### config.mk
export PLATFORM = sky130hd
export DESIGN_NAME = tcl_xfer_unit
export DESIGN_NICKNAME = d
export VERILOG_FILES = /design/src/rtl/tcl_pkg.sv /design/src/rtl/tcl_len_calc.sv /design/src/rtl/tcl_piece_gen.sv /design/src/rtl/tcl_pend_track.sv /design/src/rtl/tcl_xfer_unit.sv
export SDC_FILE = /design/constraint.sdc
export NUM_CORES = 1
export LEC_CHECK = 0
export ABC_AREA = 1
export BUFFER_PORTS_ARGS = -buffer_cell sky130_fd_sc_hd__buf_2
export CORE_ASPECT_RATIO = 0.75
export CORE_MARGIN = 1
export CORE_UTILIZATION = 40
export DETAILED_ROUTE_END_ITERATION = 7
export GPL_TIMING_DRIVEN = 1
export PLACE_DENSITY_LB_ADDON = 0.1
export SYNTH_ARGS = -nofsm -noshare
export SYNTH_HDL_FRONTEND = slang
export SYNTH_HIERARCHICAL = 1
export SYNTH_SLANG_ARGS = --single-unit
export TNS_END_PERCENT = 1
### constraint.sdc
create_clock -name clk -period 15.4 [get_ports clk]
set_input_delay 1.54 -clock clk [delete_from_list [all_inputs] [get_ports clk]]
set_output_delay 1.54 -clock clk [all_outputs]
set_load 0.005 [all_outputs]
### src/rtl/tcl_pkg.sv
package tcl_pkg;
  typedef enum logic [1:0] {
    ST_IDLE = 2'd0,
    ST_RUN  = 2'd1,
    ST_WAIT = 2'd2
  } xfer_st_t;

  localparam logic [7:0] INTR_DONE_CODE = 8'h10;
  localparam int unsigned CMD_CAP_BYTES = 32;
endpackage

### src/rtl/tcl_len_calc.sv
module tcl_len_calc #(
  parameter int CNT_W  = 8,
  parameter int PEND_W = 20,
  parameter int CAP    = 32
) (
  input  logic [CNT_W-1:0]         lo_i,
  input  logic [CNT_W-1:0]         mid_i,
  input  logic signed [PEND_W-1:0] pend_i,
  input  logic                     cmd_i,
  output logic [2*CNT_W:0]         chunk_o,
  output logic                     to_target_o
);
  localparam int LEN_W = 2*CNT_W + 1;
  localparam int CW    = (PEND_W + 1 > LEN_W) ? PEND_W + 1 : LEN_W + 1;

  logic [2*CNT_W-1:0] raw;
  logic [LEN_W-1:0]   len_full;
  logic [CW-1:0]      pe, mag, lim, len_x, pick;

  always_comb begin
    raw = {mid_i, lo_i};
    len_full = (raw == '0) ? {1'b1, {(2*CNT_W){1'b0}}} : {1'b0, raw};
    len_x = CW'(len_full);
    pe = CW'(pend_i);
    mag = pe[CW-1] ? (~pe + CW'(1)) : pe;
    lim = cmd_i ? CW'(CAP) : mag;
    pick = (len_x < lim) ? len_x : lim;
    chunk_o = pick[LEN_W-1:0];
    to_target_o = cmd_i | pend_i[PEND_W-1];
    p_chunk_le_len_r1: assert (pick <= len_x);
  end
endmodule

### src/rtl/tcl_piece_gen.sv
module tcl_piece_gen #(
  parameter int LEN_W = 17
) (
  input  logic [LEN_W-1:0] remain_i,
  input  logic [LEN_W-1:0] avail_i,
  output logic [LEN_W-1:0] piece_o,
  output logic [LEN_W-1:0] rem_next_o
);
  always_comb begin
    piece_o = (avail_i < remain_i) ? avail_i : remain_i;
    rem_next_o = remain_i - piece_o;
  end
endmodule

### src/rtl/tcl_pend_track.sv
module tcl_pend_track #(
  parameter int PEND_W = 20,
  parameter int LEN_W  = 17
) (
  input  logic                     clk,
  input  logic                     rst,
  input  logic                     ld_i,
  input  logic signed [PEND_W-1:0] ld_val_i,
  input  logic                     adj_i,
  input  logic                     to_target_i,
  input  logic [LEN_W-1:0]         piece_i,
  output logic signed [PEND_W-1:0] pend_o,
  output logic signed [PEND_W-1:0] pend_next_o
);
  logic signed [PEND_W-1:0] pend_q, pc;

  always_comb begin
    pc = $signed(PEND_W'(piece_i));
    if (ld_i)
      pend_next_o = ld_val_i;
    else if (adj_i)
      pend_next_o = to_target_i ? (pend_q + pc) : (pend_q - pc);
    else
      pend_next_o = pend_q;
  end

  always_ff @(posedge clk) begin
    if (rst) pend_q <= '0;
    else     pend_q <= pend_next_o;
  end

  assign pend_o = pend_q;

  // without load or adjustment the pending size holds
  p_pend_hold_r6: assert property (@(posedge clk) disable iff (rst)
    (!ld_i && (!adj_i || piece_i == '0)) |=> pend_q == $past(pend_q));
endmodule

### src/rtl/tcl_xfer_unit.sv
module tcl_xfer_unit
  import tcl_pkg::*;
#(
  parameter int CNT_W  = 8,
  parameter int PEND_W = 20
) (
  input  logic                     clk,
  input  logic                     rst,
  input  logic [CNT_W-1:0]         cnt_lo_i,
  input  logic [CNT_W-1:0]         cnt_mid_i,
  input  logic                     cmd_phase_i,
  input  logic                     pend_ld_i,
  input  logic signed [PEND_W-1:0] pend_val_i,
  input  logic                     start_i,
  input  logic [2*CNT_W:0]         avail_i,
  input  logic                     chunk_arrive_i,
  output logic [2*CNT_W:0]         chunk_len_o,
  output logic                     to_target_o,
  output logic [2*CNT_W:0]         remain_o,
  output logic signed [PEND_W-1:0] pending_o,
  output logic                     piece_valid_o,
  output logic [2*CNT_W:0]         piece_len_o,
  output logic                     done_o,
  output logic                     tc_o,
  output logic [7:0]               intr_code_o,
  output logic [2*CNT_W-1:0]       cnt_view_o
);
  localparam int LEN_W = 2*CNT_W + 1;

  xfer_st_t                 state_q;
  logic [LEN_W-1:0]         chunk_q, remain_q, piece_len_q;
  logic                     dir_q, piece_v_q, done_q, tc_q;
  logic [7:0]               intr_q;
  logic [2*CNT_W-1:0]       view_q;

  logic [LEN_W-1:0]         calc_chunk, piece, rem_next;
  logic                     calc_dir, running, adj, fire, last;
  logic signed [PEND_W-1:0] pend_q, pend_nxt;

  tcl_len_calc #(.CNT_W(CNT_W), .PEND_W(PEND_W), .CAP(CMD_CAP_BYTES)) u_len (
    .lo_i(cnt_lo_i), .mid_i(cnt_mid_i), .pend_i(pend_q), .cmd_i(cmd_phase_i),
    .chunk_o(calc_chunk), .to_target_o(calc_dir));

  tcl_piece_gen #(.LEN_W(LEN_W)) u_piece (
    .remain_i(remain_q), .avail_i(avail_i), .piece_o(piece), .rem_next_o(rem_next));

  logic cmd_q;
  assign running = (state_q == ST_RUN) && !start_i;
  assign adj     = running && !cmd_q;

  tcl_pend_track #(.PEND_W(PEND_W), .LEN_W(LEN_W)) u_pend (
    .clk(clk), .rst(rst), .ld_i(pend_ld_i), .ld_val_i(pend_val_i), .adj_i(adj),
    .to_target_i(dir_q), .piece_i(piece), .pend_o(pend_q), .pend_next_o(pend_nxt));

  always_comb begin
    last = running && (rem_next == '0);
    fire = (last && (dir_q || pend_nxt == '0)) ||
           (!start_i && state_q == ST_WAIT && chunk_arrive_i && pend_q <= 0);
  end

  always_ff @(posedge clk) begin
    if (rst) begin
      state_q <= ST_IDLE;
      chunk_q <= '0;
      remain_q <= '0;
      piece_len_q <= '0;
      dir_q <= 1'b0;
      cmd_q <= 1'b0;
      piece_v_q <= 1'b0;
      done_q <= 1'b0;
      tc_q <= 1'b0;
      intr_q <= '0;
      view_q <= '0;
    end else begin
      piece_v_q <= 1'b0;
      done_q <= 1'b0;
      if (start_i) begin
        state_q <= ST_RUN;
        chunk_q <= calc_chunk;
        remain_q <= calc_chunk;
        dir_q <= calc_dir;
        cmd_q <= cmd_phase_i;
        tc_q <= 1'b0;
        view_q <= {cnt_mid_i, cnt_lo_i};
      end else begin
        if (running) begin
          if (piece != '0) begin
            piece_v_q <= 1'b1;
            piece_len_q <= piece;
            remain_q <= rem_next;
          end
          if (last) state_q <= fire ? ST_IDLE : ST_WAIT;
        end else if (fire) begin
          state_q <= ST_IDLE;
        end
        if (fire) begin
          done_q <= 1'b1;
          tc_q <= 1'b1;
          intr_q <= INTR_DONE_CODE;
          view_q <= '0;
        end
      end
    end
  end

  assign chunk_len_o   = chunk_q;
  assign to_target_o   = dir_q;
  assign remain_o      = remain_q;
  assign pending_o     = pend_q;
  assign piece_valid_o = piece_v_q;
  assign piece_len_o   = piece_len_q;
  assign done_o        = done_q;
  assign tc_o          = tc_q;
  assign intr_code_o   = intr_q;
  assign cnt_view_o    = view_q;

  // start loads remaining length and clears terminal count
  p_start_load_r4: assert property (@(posedge clk) disable iff (rst)
    start_i |=> (!tc_o && remain_o == chunk_len_o && !done_o));

  // zero availability stalls a running transfer
  p_stall_r5: assert property (@(posedge clk) disable iff (rst)
    (running && avail_i == '0 && remain_q != '0) |=> (!piece_valid_o && $stable(remain_q)));

  // completion leaves terminal count, done code and cleared count
  p_done_codes_r7: assert property (@(posedge clk) disable iff (rst)
    done_o |-> (tc_o && intr_code_o == INTR_DONE_CODE && cnt_view_o == '0 && remain_o == '0));

  // a deferred transfer does not complete without a chunk arrival
  p_defer_hold_r8: assert property (@(posedge clk) disable iff (rst)
    (state_q == ST_WAIT && !chunk_arrive_i && !start_i) |=> !done_o);

  // a restart cycle reports no piece
  p_restart_r9: assert property (@(posedge clk) disable iff (rst)
    start_i |=> !piece_valid_o);
endmodule

==> results.py <==
metrics = {
    "yosys": {
        "synthSimpleGateAreaFrac_pct": 39.7,
        "synth_area_um2": 9020,
        "syn_area_per_cell_um2": 6.06,
        "synthAdderAreaFrac_pct": 10.0,
        "yosysUniqueCellTypes": 55,
        "synth_seq_area_share_pct": 21.1,
        "synth_mux_area_share_pct": 0,
        "synth-edff-count": 0,
        "netlist_instances": 1489,
        "synth_compound_area_share_pct": 14.4,
        "synth_top_family_by_area": "simple AND/OR/NAND/NOR gates",
        "yosysWarnings": 6,
        "synth_xor_area_share_pct": 3.01,
        "yosys_most_used_dff": "dfxtp_1",
        "synthArstFlopShare_pct": 0,
        "ys_seq_elements": 95,
    },
    "layout": {
        "fillCellCount": 2417,
        "n_antenna_cell": 0,
        "drive_gt1_share_pct": 16.8,
        "num-nets-final": 1723,
        "syn_to_final_growth_pct": 12.3,
        "final_cells": 1892,
        "multiInputGateArea_um2": 6090,
        "seq_area_um2": 1900,
    },
    "global_routing": {
        "grt_pass1_vias": 8674,
        "met3_usage_pct": 3.63,
        "grt.overflow.total": 0,
        "grt_antenna_before_repair": 0,
        "grt_pass1_wl_um": 48500,
        "track_usage_pct": 26.9,
        "gr-max-usage-layer": "met1",
        "use_met2_pct": 38.5,
        "grt_max_degree": 73,
        "use_met1_pct": 41.9,
    },
    "clock_network": {
        "ctsLongestPathBuffers": 2,
        "tritoncts": "built",
        "worst_setup_hold_path_clk_slew_ns": 0.08,
        "post_cts.repair.setup_buffers": 0,
        "cts.sinks": 95,
        "post_cts_resized": 0,
        "cts_inserted_buffers": 9,
        "root_buffer": "clkbuf_16",
        "clock_latency_ns": 0.38,
        "htreeDepth": 3,
        "cts_hold_buf": 0,
    },
    "power_and_ir_drop": {
        "intPower_w": 0.000661,
        "peakVddDrop_mv": 0.0641,
        "swShare_pct": 51.3,
        "leakage_nw": 5.29,
        "pwr-share-seq_pct": 22.6,
        "power_density_nw_per_um2": 134,
        "p_switching_w": 0.000695,
        "p_clk_share_pct": 17.4,
        "combPwrFrac_pct": 60.0,
    },
    "run": {
        "maxCapViolCount": 0,
    },
    "setup_path": {
        "crit_fanout": 36,
        "worst_path_most_repeated_cell": "nand2_1",
        "crit_type": "primary input to flop",
        "critPathSlowestCell": "o21ai_0",
        "required_ns": 15.61,
        "max_stage_delay_ns": 0.68,
        "startpoint_type": "primary input",
        "cp.arrival_ns": 7.28,
        "end_kind": "flop",
    },
    "timing": {
        "final_max_slew_viol_count": 0,
        "fmax_ghz": 0.141,
        "rsz0062_at_grt": "false",
        "max_slew_margin_pct": 34.8,
        "fin_skew_ns": 0.0217,
        "tns_ns": 0,
        "period_needed_ns": 7.07,
        "worst_pin_slew_ns": 0.968,
        "finalSetupViolCount": 0,
        "hold_violations": 0,
        "fin_crit_sh_pct": 45.9,
    },
    "placed_design": {
        "dp.cells": 1876,
        "numPortBuffers": 150,
        "gp_congestion": 0.877,
        "dp_hpwl_um": 24300,
    },
    "drt": {
        "drc": 0,
        "vias": 9807,
        "vias_per_cell": 5.18,
        "drt_iter0_drc": 654,
        "postRouteAntennaNets": 0,
        "totalWireLength_um": 31200,
        "wire_per_inst_um": 16.5,
        "drtPass1Iterations": 5,
    },
    "status": {
        "status": "finished, final reports clean",
    },
    "hold_path": {
        "hp-class": "flop to flop",
    },
    "die": {
        "dieArea_um2": 23200,
        "die_y_um": 132,
        "die_w_um": 175,
        "initial_utilization_pct": 40.8,
        "ioPinCount": 158,
        "rows": 47,
        "coreArea_um2": 22100,
    },
}
## worst max-delay path, delay by kind of cell
family	cells	cell delay, ns
AOI/OAI and AO/OA	4	1.17
xor gates and xnor gates	1	0.21
and+or+nand+nor	25	3.14
adders and majority gates	3	0.92
buffers and inverters	2	0.25
## power by group through the flow
stage / registers [W] / logic (W) / clock network (W)
detailed placement: 0.000312 / 0.000795 / 0
finish: 0.000306 / 0.000814 / 0.000235
global route: 0.000309 / 0.000915 / 0.000250
global placement: 0.000312 / 0.000793 / 0
floorplan: 0.000298 / 0.000596 / 0
CTS: 0.000306 / 0.000801 / 0.000242
## Yosys cell counts (10+ instances only)
library cell  instances  area [um^2]
a21oi_1             111          556
a21oi_2              13          114
buf_2                12         60.1
buf_4                10         75.1
clkbuf_1             35          131
dfxtp_1              95         1900
ha_1                 69          863
inv_1               172          646
nand2_1             413         1550
nand2_2              31          194
nand3_1              76          380
nand4_1              30          188
nor2_1              187          702
nor2_2               20          125
nor3_1               21          105
o21ai_0              72          360
xnor2_1              12          105
xor2_1               19          166
## cell type report
type	count	share of cell area [%]
multi-input combinational	1151	60.1
sequential	95	18.8
timing repair buffer	156	7.86
inverter	180	6.72
tap	294	3.63
clock buffer	9	2.22
clock inverter	7	0.704
## flip-flops by register name, summed over array words and instances (netlist names), 2 cells and up
| signal | count |
|---|---|
| remain_o | 17 |
| piece_len_o | 17 |
| state_q | 2 |
| cnt_view_o | 16 |
| u_pend/pend_o | 20 |
| chunk_len_o | 17 |
## cell families (layout without fill, tap and decap cells)
group / Yosys count / in the layout
flops: 95 / 95
compound gates: 232 / 232
other cells: 1 / 7
simple gates: 810 / 810
xor+xnor: 31 / 31
buf+inv: 249 / 352
fa+ha+maj: 71 / 71
## placed cells by master, fill, tap and decap left out, drive strengths merged, types with 12 or more instances in the layout
cell type / synthesis / routed
a21oi: 124 / 124
buf: 32 / 156
dfxtp: 95 / 95
ha: 69 / 69
inv: 179 / 184
nand2: 446 / 446
nand3: 81 / 81
nand4: 35 / 35
nor2: 209 / 209
nor3: 22 / 22
o21ai: 82 / 82
xnor2: 12 / 12
xor2: 19 / 19
## per-layer routing
layer	wire [um]	vias to the layer above	part of all wire [%]
li1	-	4965	-
met3	1940	27	6.2
met2	12500	307	40
met4	447	0	1.4
met1	16300	4508	52
met5	0	-	0
## through the flow
step	setup slack, ns	total power, W	area [um^2]	utilization (%)	hold WS, ns
after floorplan	9.53	0.000894	9040	-	0.441
after global placement	8.05	0.00111	9830	44.5	0.448
after detailed placement	8.03	0.00111	9830	44.5	0.450
after CTS	8.40	0.00135	10100	45.8	0.462
after global routing	7.80	0.00147	10100	45.8	0.473
final	8.33	0.00136	10100	45.8	0.462
## path summary, 6_finish.rpt
kind	start	to	slack, ns	depth (start not counted)
max	avail_i[16]	cnt_view_o[10]	8.33	35
min	chunk_len_o[15]	chunk_len_o[15]	0.46	2
max reg2reg	remain_o[7]	cnt_view_o[10]	9.07	36
min reg2reg	chunk_len_o[15]	chunk_len_o[15]	0.46	2
(Power assumes the default switching activity.)
